## config.mk

```make
export PLATFORM = sky130hd
export DESIGN_NAME = phy_mgmt_ctrl_reg
export DESIGN_NICKNAME = d
export VERILOG_FILES = /design/src/rtl/phy_ctl_pkg.sv /design/src/rtl/phy_swrst_timer.sv /design/src/rtl/phy_ctl_fields.sv /design/src/rtl/phy_ctl_resolve.sv /design/src/rtl/phy_mgmt_ctrl_reg.sv
export SDC_FILE = /design/constraint.sdc
export NUM_CORES = 1
export LEC_CHECK = 0
export BUFFER_PORTS_ARGS = -buffer_cell sky130_fd_sc_hd__buf_2
export CORE_MARGIN = 3
export CORE_UTILIZATION = 43
export DETAILED_ROUTE_END_ITERATION = 7
export PLACE_DENSITY = 0.9
export SETUP_SLACK_MARGIN = 0.1
export SLEW_MARGIN = 15
export SYNTH_ARGS = -nofsm -noshare
export SYNTH_HDL_FRONTEND = slang
export SYNTH_SLANG_ARGS = --single-unit
```

## constraint.sdc

```tcl
create_clock -name clk -period 3.4 [get_ports clk]
set_input_delay 0.17 -clock clk [delete_from_list [all_inputs] [get_ports clk]]
set_output_delay 0.17 -clock clk [all_outputs]
set_load 0.01 [all_outputs]
```

## src/rtl/phy_ctl_pkg.sv

```systemverilog
// Package: bit positions and field types shared by the control register.
// Assumes a 16-bit register word; positions are those software decodes.
package phy_ctl_pkg;
    localparam int REG_W    = 16;
    localparam int B_SWRST  = 15;
    localparam int B_LOOP   = 14;
    localparam int B_SPEED  = 13;
    localparam int B_AN_EN  = 12;
    localparam int B_ISO    = 10;
    localparam int B_RESTRT = 9;
    localparam int B_DUPLEX = 8;
    localparam int B_COLTST = 7;

    typedef struct packed {
        logic loopback;
        logic speed_100;
        logic an_sw_en;
        logic isolate;
        logic full_duplex;
        logic col_test;
    } ctl_fields_t;

    localparam ctl_fields_t FIELDS_DEFAULT = '{
        loopback: 1'b0, speed_100: 1'b1, an_sw_en: 1'b1,
        isolate: 1'b0, full_duplex: 1'b0, col_test: 1'b0
    };
endpackage

```

## src/rtl/phy_swrst_timer.sv

```systemverilog
// Module: soft-reset timer. A start pulse raises busy for exactly
// RST_CYCLES cycles. Assumes start is only asserted while busy is low.
module phy_swrst_timer #(
    parameter int RST_CYCLES = 25
) (
    input  logic clk,
    input  logic rst_n,
    input  logic start,
    output logic busy
);
    localparam int CNT_W = (RST_CYCLES > 1) ? $clog2(RST_CYCLES) : 1;
    localparam logic [CNT_W-1:0] CNT_LOAD = CNT_W'(RST_CYCLES - 1);

    logic [CNT_W-1:0] cnt_q;

    // Load the down-counter on start, release busy when it reaches zero.
    always_ff @(posedge clk) begin
        if (!rst_n) begin
            busy  <= 1'b0;
            cnt_q <= '0;
        end else if (start) begin
            busy  <= 1'b1;
            cnt_q <= CNT_LOAD;
        end else if (busy) begin
            if (cnt_q == '0) begin
                busy <= 1'b0;
            end else begin
                cnt_q <= cnt_q - 1'b1;
            end
        end
    end
endmodule

```

## src/rtl/phy_ctl_fields.sv

```systemverilog
// Module: storage for the writable control fields plus the restart pulse.
// Assumes the caller has already removed writes refused by the busy lock.
module phy_ctl_fields
    import phy_ctl_pkg::*;
(
    input  logic               clk,
    input  logic               rst_n,
    input  logic               swrst_start,
    input  logic               fld_wr,
    input  logic [REG_W-1:0]   wr_data,
    input  logic               an_hw_allow,
    output ctl_fields_t        fields,
    output logic               restart_q
);
    // Update fields from accepted writes; soft reset restores defaults.
    always_ff @(posedge clk) begin
        if (!rst_n) begin
            fields    <= FIELDS_DEFAULT;
            restart_q <= 1'b0;
        end else begin
            restart_q <= 1'b0;
            if (swrst_start) begin
                fields <= FIELDS_DEFAULT;
            end else if (fld_wr) begin
                fields.loopback    <= wr_data[B_LOOP];
                fields.speed_100   <= wr_data[B_SPEED];
                fields.isolate     <= wr_data[B_ISO];
                fields.full_duplex <= wr_data[B_DUPLEX];
                fields.col_test    <= wr_data[B_COLTST];
                if (an_hw_allow) begin
                    fields.an_sw_en <= wr_data[B_AN_EN];
                end
                restart_q <= wr_data[B_RESTRT];
            end
        end
    end
endmodule

```

## src/rtl/phy_ctl_resolve.sv

```systemverilog
// Module: combines the hardware permit with the software enable and picks
// the effective speed. Purely combinational.
module phy_ctl_resolve (
    input  logic an_hw_allow,
    input  logic an_sw_en,
    input  logic forced_100,
    input  logic an_resolved_100,
    output logic an_enable,
    output logic speed_100
);
    // Negotiated speed applies only while negotiation is effectively on.
    always_comb begin
        an_enable = an_hw_allow & an_sw_en;
        speed_100 = an_enable ? an_resolved_100 : forced_100;
    end
endmodule

```

## src/rtl/phy_mgmt_ctrl_reg.sv

```systemverilog
// Module: PHY management control register top. It gates bus writes with
// the soft-reset lock, assembles read-back and drives datapath controls.
// Assumes wr_en is already qualified by the register address.
module phy_mgmt_ctrl_reg
    import phy_ctl_pkg::*;
#(
    parameter int RST_CYCLES = 25
) (
    input  logic        clk,
    input  logic        rst_n,
    input  logic        wr_en,
    input  logic [15:0] wr_data,
    input  logic        an_hw_allow,
    input  logic        an_resolved_100,
    output logic [15:0] rd_data,
    output logic        swrst_busy,
    output logic        loopback_o,
    output logic        isolate_o,
    output logic        full_duplex_o,
    output logic        col_test_o,
    output logic        an_enable_o,
    output logic        an_restart_o,
    output logic        speed_100_o
);
    ctl_fields_t fields;
    logic        wr_accept;
    logic        swrst_start;
    logic        fld_wr;
    logic        restart_q;
    logic        unused_bits;

    // Refuse all writes during soft reset; bit 15 takes precedence.
    always_comb begin
        wr_accept   = wr_en & ~swrst_busy;
        swrst_start = wr_accept & wr_data[B_SWRST];
        fld_wr      = wr_accept & ~wr_data[B_SWRST];
        unused_bits = ^{wr_data[11], wr_data[6:0]};
    end

    phy_swrst_timer #(.RST_CYCLES(RST_CYCLES)) timer_i (
        .clk   (clk),
        .rst_n (rst_n),
        .start (swrst_start),
        .busy  (swrst_busy)
    );

    phy_ctl_fields fields_i (
        .clk         (clk),
        .rst_n       (rst_n),
        .swrst_start (swrst_start),
        .fld_wr      (fld_wr),
        .wr_data     (wr_data),
        .an_hw_allow (an_hw_allow),
        .fields      (fields),
        .restart_q   (restart_q)
    );

    phy_ctl_resolve resolve_i (
        .an_hw_allow     (an_hw_allow),
        .an_sw_en        (fields.an_sw_en),
        .forced_100      (fields.speed_100),
        .an_resolved_100 (an_resolved_100),
        .an_enable       (an_enable_o),
        .speed_100       (speed_100_o)
    );

    // Assemble the read word from software state; reserved bits read 0.
    always_comb begin
        rd_data           = '0;
        rd_data[B_SWRST]  = swrst_busy;
        rd_data[B_LOOP]   = fields.loopback;
        rd_data[B_SPEED]  = fields.speed_100;
        rd_data[B_AN_EN]  = fields.an_sw_en;
        rd_data[B_ISO]    = fields.isolate;
        rd_data[B_RESTRT] = restart_q;
        rd_data[B_DUPLEX] = fields.full_duplex;
        rd_data[B_COLTST] = fields.col_test;
    end

    // Drive the datapath control levels.
    always_comb begin
        loopback_o    = fields.loopback;
        isolate_o     = fields.isolate;
        full_duplex_o = fields.full_duplex;
        col_test_o    = fields.col_test;
        an_restart_o  = restart_q;
    end
endmodule

```

==> results.sh, run 1 <==
export IMPL_use_met3_pct=6.250
export IMPL_die_h_microns=46.12
export IMPL_crit_path_start_kind="flop"
export IMPL_synth_warning_count=0
export IMPL_grt_pass1_wl_mm=2.332
export IMPL_worstPathMaxFanout=4
export IMPL_busiest_layer="met2"
export IMPL_grt_usage_pct=16.05
export IMPL_n_fill_cell=121
export IMPL_timing_fmax_mhz=629.8
export IMPL_synthCells=81
export IMPL_cp_data_arrival_time_ps=1780
export IMPL_ys_ff_latch=13
export IMPL_gr_usage_met2_pct=24.45
export IMPL_grt_pass1_vias=539
export IMPL_h_tree_depth=1
export IMPL_root_buffer="clkbuf_4"
export IMPL_dr_pass1_iters=4
export IMPL_postCtsHoldBufs=0
export IMPL_skew_ps=6.851
export IMPL_cp_end_kind="flop"
export IMPL_clkTransAtPathRegs_ps=80
export IMPL_num_vias=608
export IMPL_status="completed"
export IMPL_r2r_start="timer_i.cnt_q[0]"
export IMPL_diodes=0
export IMPL_power_density_mw_per_mm2=412.4
export IMPL_initial_core_util_pct=49.46
export IMPL_die_width_microns=46.12
export IMPL_cts_sinks=13
export IMPL_setup_viol=0
export IMPL_synth_distinct_cells=27
export IMPL_grtUsageMet1_pct=17.81
export IMPL_dieArea_sq_mm=0.002127
export IMPL_hp_class="in2reg"
export IMPL_io_buffers=28
export IMPL_cts_resized=0
export IMPL_syn_to_final_growth_pct=12.12
export IMPL_core_area_sq_mm=0.001399
export IMPL_dp_slack_ps=1836
export IMPL_timing_final_ws_setup_ps=1812
export IMPL_routabilityCongestion=0.6962
export IMPL_ir_worst_vdd_mv=0.1513
export IMPL_crit_start="timer_i.cnt_q[0]"
export IMPL_r2r_setup_slack_ps=1810
export IMPL_rsz0062_at_grt="no"
export IMPL_cts_made_buffers=3
export IMPL_path_class="reg2reg"
export IMPL_clock_latency_ps=280
export IMPL_syn_mean_instance_area_sq_um=8.542
export IMPL_synth_flop_cell="dfxtp_1"
export IMPL_hpwlAfterDp_mm=1.156
export IMPL_reg2reg_depth=5
export IMPL_ant_nets=0
export IMPL_r2r_end="timer_i.cnt_q[0]"
export IMPL_route_detailed_drc=0
export IMPL_io_pins=45
export IMPL_hold_depth=2
export IMPL_fin_setup_tns_ps=0
export IMPL_grt_ovfl_total=0
export IMPL_rows=13
export IMPL_cts_setup_buffers=0
export IMPL_antenna_found_initial=0
export IMPL_nets=126
export IMPL_avgRoutedWirePerCell_microns=12.64
export IMPL_power_leakage_nw=0.3746
export IMPL_grt_max_degree=13
export IMPL_synth_top_area_cell="dfxtp_1"
export IMPL_netlist_area_sq_um=691.9
export IMPL_clock_path_buffers=2
export IMPL_via_per_inst=5.153
export IMPL_fin_crit_sh_pct=46.70
export IMPL_hold_path_startpoint="wr_data[9]"
export IMPL_synth_edf_count=0
export IMPL_synth_top_area_share_pct=37.61
export IMPL_layout_min_cycle_time_ps=1588
export IMPL_drive_gt1_share_pct=32.04
export IMPL_hold_violations=0
export IMPL_cap_violations=0
export IMPL_cp_data_required_time_ps=3600
export IMPL_ys_seq_area_share_pct=37.61
export IMPL_cts_tree="built"
export IMPL_first_iter_violations=18
export IMPL_drt_total_wl_mm=1.491
export IMPL_maxSlewViolCount=0
export IMPL_endpoint="timer_i.cnt_q[0]"
export IMPL_postSynth_asyncResetShare_pct=0
export IMPL_synth_area_leaders="dfxtp_1 (38%), buf_4 (18%), a21oi_1 (6.5%), nand2_1 (4.9%), nand3b_1 (4.3%)"
## cells in the final DEF, fill, tap and decap left out, drive strengths merged, types with 2 or more instances in the layout
| master | synthesis | routed |
|---|---|---|
| inv | 4 | 4 |
| a21oi | 9 | 9 |
| or4b | 2 | 2 |
| o21ai | 3 | 3 |
| nand3b | 4 | 4 |
| dfxtp | 13 | 13 |
| nand2 | 9 | 9 |
| conb | 1 | 8 |
| buf | 17 | 28 |
| nand3 | 2 | 2 |
| clkbuf | 0 | 4 |
## report_power, final
part / switching (mW) / leakage [nW] / internal (mW)
Clock: 0.0524 / 0.0150 / 0.0455
Sequential: 0.00653 / 0.106 / 0.160
Combinational: 0.0322 / 0.254 / 0.0237
Total: 0.0912 / 0.375 / 0.229
## cells by family after synthesis
logic type               share of synthesized area [%]
AND/OR/NAND/NOR                                  23.15
buffers and inverters                            20.61
AO/OA/AOI/OAI                                    13.20
flip-flops                                       37.61
multiplexers                                     3.074
adder cells (fa/ha/maj)                          1.808
other                                           0.5420
## state kept, by name, indices dropped and copies added, names as in the netlist
signal / cells
timer_i.cnt_q: 5
timer_i.busy: 1
fields_i.restart_q: 1
fields_i.fields: 6
## stage by stage
step | hold slack (ps) | std cells | instance area (sq um) | utilization (%) | power [mW]
final | 124.2 | 118 | 775.7 | 55.46 | 0.3199
after global routing | 137.6 | 118 | 775.7 | 55.46 | 0.3364
after CTS | 118.8 | 118 | 775.7 | 55.46 | 0.3215
after detailed placement | 413.4 | 114 | 749.5 | 53.58 | 0.2252
after global placement | 407.1 | 114 | 749.5 | 53.58 | 0.2225
after floorplan | 246.2 | 88 | 718.2 | - | 0.2148
## synth_stat cells (2+ instances only)
cell	count
nand3_1	2
nand3b_1	4
dfxtp_1	13
o21ai_0	3
or4b_1	2
a21oi_1	9
inv_1	4
nand2_1	9
buf_4	17
## worst max-delay path: stages, from the launching register on
cell,delay [ps]
dfxtp_1,320
inv_1,70
ha_1,210
or4b_1,530
nand2_1,150
mux2i_1,230
## how the worst min path moves through the flow
stage	endpoint	slack [ps]
after floorplan	fields_i.fields[3]	250
after detailed placement	fields_i.restart_q	410
after global placement	fields_i.restart_q	410
final	fields_i.restart_q	120
after CTS	fields_i.fields[0]	120
after global routing	fields_i.restart_q	140
## area by class of cell
class                      instances  area [sq um]  area share [%]
tap                               15         18.77           2.419
sequential                        13         260.3           33.55
inverter                           4         15.01           1.935
multi-input combinational         54         315.3           40.65
timing repair buffer              28         140.1           18.06
clock buffer                       4         26.28           3.387
## routing by layer
layer / routed length (microns) / share of wire (%)
met1: 565 / 38
met2: 756 / 51
met3: 110 / 7.4
met4: 58 / 3.9
met5: 0 / 0
Power figures use the tool's default switching activity.
==> run 2: changes to the inputs <==
--- a/config.mk
+++ b/config.mk
@@ -5,11 +5,12 @@
 export SDC_FILE = /design/constraint.sdc
 export NUM_CORES = 1
 export LEC_CHECK = 0
+export ABC_AREA = 1
 export BUFFER_PORTS_ARGS = -buffer_cell sky130_fd_sc_hd__buf_2
 export CORE_MARGIN = 3
-export CORE_UTILIZATION = 43
+export CORE_UTILIZATION = 37
 export DETAILED_ROUTE_END_ITERATION = 7
-export PLACE_DENSITY = 0.9
+export PLACE_DENSITY = 0.83
 export SETUP_SLACK_MARGIN = 0.1
 export SLEW_MARGIN = 15
 export SYNTH_ARGS = -nofsm -noshare
==> constraint.sdc (replaced) <==
create_clock -name clk -period 1.35 [get_ports clk]
set_input_delay 0.0675 -clock clk [delete_from_list [all_inputs] [get_ports clk]]
set_output_delay 0.0675 -clock clk [all_outputs]
set_load 0.01 [all_outputs]
==> run 2 against run 1 <==
  * Critical path depth up 3
  * Via count increased by 5.1%
  * Global-route usage is 4.1 points lower
  * Clock power rose by 150%
  * Final cell count grew 23%
  * Final area is 13% higher
  * Clock-buffer cell count shrank 1
  * Clock skew fell by 1.4 ps
  * Maximum frequency grew 32%
  * Core utilization shrank 6.3 points
  * Highest routed layer unchanged
==> results.sh, run 2 <==
export IMPL_status="completed"
export IMPL_cap_violations=0
export IMPL_fin_setup_tns_ps=0
export IMPL_synth_area_leaders="dfxtp_1 (36%), buf_4 (17%), nand2_1 (5.7%), inv_1 (5.2%), nor2_1 (5.2%)"
export IMPL_crit_family="flip-flops"
export IMPL_r2r_start="timer_i.cnt_q[0]"
export IMPL_hold_depth=3
export IMPL_largest_register_ffs=6
export IMPL_antenna_found_initial=0
export IMPL_hpwlAfterDp_mm=1.064
export IMPL_timing_fmax_mhz=829.9
export IMPL_grt_pass1_vias=556
export IMPL_drt_total_wl_mm=1.476
export IMPL_clock_path_buffers=2
export IMPL_skew_ps=5.462
export IMPL_dieArea_sq_mm=0.002510
export IMPL_r2r_setup_slack_ps=150
export IMPL_path_class="reg2reg"
export IMPL_rows=15
export IMPL_synth_warning_count=0
export IMPL_core_area_sq_mm=0.001783
export IMPL_grt_usage_pct=11.98
export IMPL_syn_to_final_growth_pct=21.91
export IMPL_hp_class="in2reg"
export IMPL_synthCells=93
export IMPL_netlist_area_sq_um=719.4
export IMPL_worstPathMaxFanout=4
export IMPL_drive_gt1_share_pct=47.50
export IMPL_postCtsHoldBufs=0
export IMPL_num_vias=639
export IMPL_cts_tree="built"
export IMPL_largestRegisters="fields_i.fields x6, timer_i.cnt_q x5"
export IMPL_via_per_inst=4.407
export IMPL_avgRoutedWirePerCell_microns=10.18
export IMPL_reg2reg_depth=8
export IMPL_ys_seq_area_share_pct=36.17
export IMPL_r2r_end="timer_i.cnt_q[2]"
export IMPL_first_iter_violations=4
export IMPL_ant_nets=0
export IMPL_maxSlewViolCount=0
export IMPL_crit_path_start_kind="flop"
export IMPL_utilization_pct=49.19
export IMPL_io_pins=45
export IMPL_root_buffer="clkbuf_4"
export IMPL_die_width_microns=50.10
export IMPL_max_stage_delay_ps=350
export IMPL_nets=143
export IMPL_h_tree_depth=1
export IMPL_postSynth_asyncResetShare_pct=0
export IMPL_grt_pass1_wl_mm=2.256
export IMPL_synth_distinct_cells=22
export IMPL_route_detailed_drc=0
export IMPL_io_buffers=28
export IMPL_synthMostInstantiatedCell="buf_4"
export IMPL_layout_min_cycle_time_ps=1205
export IMPL_synthTopCellsByCount="buf_4 (16), dfxtp_1 (13), nand2_1 (11), inv_1 (10), nor2_1 (10)"
export IMPL_cts_sinks=13
export IMPL_crit_buf_inv=2
export IMPL_grt_max_degree=9
export IMPL_clkTransAtPathRegs_ps=80
export IMPL_rsz0062_at_grt="yes"
export IMPL_grt_ovfl_total=0
export IMPL_cts_made_buffers=3
export IMPL_power_leakage_nw=0.4687
export IMPL_synth_top_area_cell="dfxtp_1"
export IMPL_top_register="fields_i.fields"
export IMPL_power_density_mw_per_mm2=1016
export IMPL_hold_violations=0
export IMPL_syn_mean_instance_area_sq_um=7.736
export IMPL_synth_top_area_share_pct=36.17
export IMPL_fin_crit_sh_pct=89.25
export IMPL_dr_pass1_iters=5
export IMPL_ys_ff_latch=13
export IMPL_routabilityCongestion=0.6529
export IMPL_final_common_cell="buf_2"
export IMPL_cp_end_kind="flop"
export IMPL_cp_data_arrival_time_ps=1390
export IMPL_worstPathCellList="inv_2, ha_4, nand3_2, nand2_4, inv_4, nand2_1, o21ai_1, nor2_1"
export IMPL_clock_latency_ps=290
export IMPL_initial_core_util_pct=40.35
export IMPL_synth_edf_count=0
export IMPL_crit_slowest_cell="dfxtp_2"
export IMPL_die_h_microns=50.10
export IMPL_min_to="fields_i.fields[1]"
export IMPL_ir_worst_vdd_mv=0.3716
export IMPL_hold_path_startpoint="wr_data[8]"
export IMPL_diodes=0
export IMPL_setup_viol=0
export IMPL_synth_flop_cell="dfxtp_1"
export IMPL_cp_data_required_time_ps=1530
export IMPL_final_cell_mix="buf_2 (28), nand2_1 (11), dfxtp_1 (11)"
==> run 2: cell types whose count changed after synthesis, moves of 2 or more <==
| cell | previous run | this run |
|---|---|---|
| o21ai_2 | 0 | 2 |
| nor2_1 | 1 | 10 |
| nand3b_1 | 4 | 0 |
| nand2_2 | 0 | 2 |
| nand2_1 | 9 | 11 |
| a21oi_1 | 9 | 4 |
| inv_2 | 0 | 3 |
| nand3_1 | 2 | 4 |
| inv_1 | 4 | 10 |
| nor2_4 | 0 | 2 |
| or4b_1 | 2 | 0 |
| a21oi_2 | 0 | 2 |
| o21ai_1 | 0 | 4 |
==> run 2: metal layers <==
layer  up-vias  share of wire (%)  GRT usage [%]
li1        323                  -              -
met1       276                 37          12.13
met2        35                 50          21.09
met3         5                 10          3.927
met4         0                3.0          6.912
met5         -                  0              0
==> run 2: timing repair <==
action / CTS / global route
pin swaps: 1 / 1
endpoints found under the setup margin: 2 / 5
cloned: 0 / 0
resized for setup: 4 / 4
setup buffers: 0 / 4
==> run 2: cell type report <==
cell class                      instances  area, sq um
Timing Repair Buffer                   32        170.2
Fill cell                             179        905.9
Sequential cell                        13        262.8
Clock buffer                            3        22.52
Tap cell                               25        31.28
Multi-Input combinational cell         57        325.3
Clock inverter                          1        5.005
Inverter                               14        60.06
==> run 2: cell families after synthesis <==
kind of cell | share of synthesized area, %
buffers and inverters | 24.70
other | 0.5212
DFF | 36.17
and+or+nand+nor | 23.31
adders and majority gates | 1.739
AOI/OAI and AO/OA | 13.57
==> run 2: how the worst max path moves through the flow <==
stage	from	end	cells after the start
detailed placement	timer_i.cnt_q[0]	timer_i.cnt_q[2]	8
CTS	timer_i.cnt_q[1]	timer_i.cnt_q[2]	8
finish	timer_i.cnt_q[0]	timer_i.cnt_q[2]	8
global placement	timer_i.cnt_q[0]	timer_i.cnt_q[2]	8
global route	timer_i.cnt_q[0]	timer_i.cnt_q[2]	9
floorplan	timer_i.cnt_q[0]	timer_i.cnt_q[2]	8
==> run 2: metrics by stage <==
step / cells / power (mW) / setup WS [ps] / cell area, sq um / hold WS, ps
6_report: 145 / 0.8908 / 145.1 / 877.1 / 0.3375
3_3_place_gp: 137 / 0.6232 / 79.75 / 797.0 / 289.0
3_5_place_dp: 137 / 0.6301 / 33.70 / 797.0 / 300.2
2_1_floorplan: 100 / 0.5986 / 154.2 / 745.7 / 186.7
4_1_cts: 141 / 0.8808 / 100.7 / 842.1 / 4.613
5_1_grt: 145 / 0.9455 / 65.46 / 877.1 / 8.288
==> run 2: tightest hold or removal path, cell delays in order <==
cell and delay (ps):
buf_2 70, nor2_1 30, nor2_1 80
==> run 2: power breakdown <==
group / total [mW] / internal, mW / leakage (nW) / switching, mW
combinational: 0.216 / 0.0893 / 0.343 / 0.127
sequential: 0.431 / 0.409 / 0.108 / 0.0219
clock: 0.244 / 0.110 / 0.0177 / 0.133
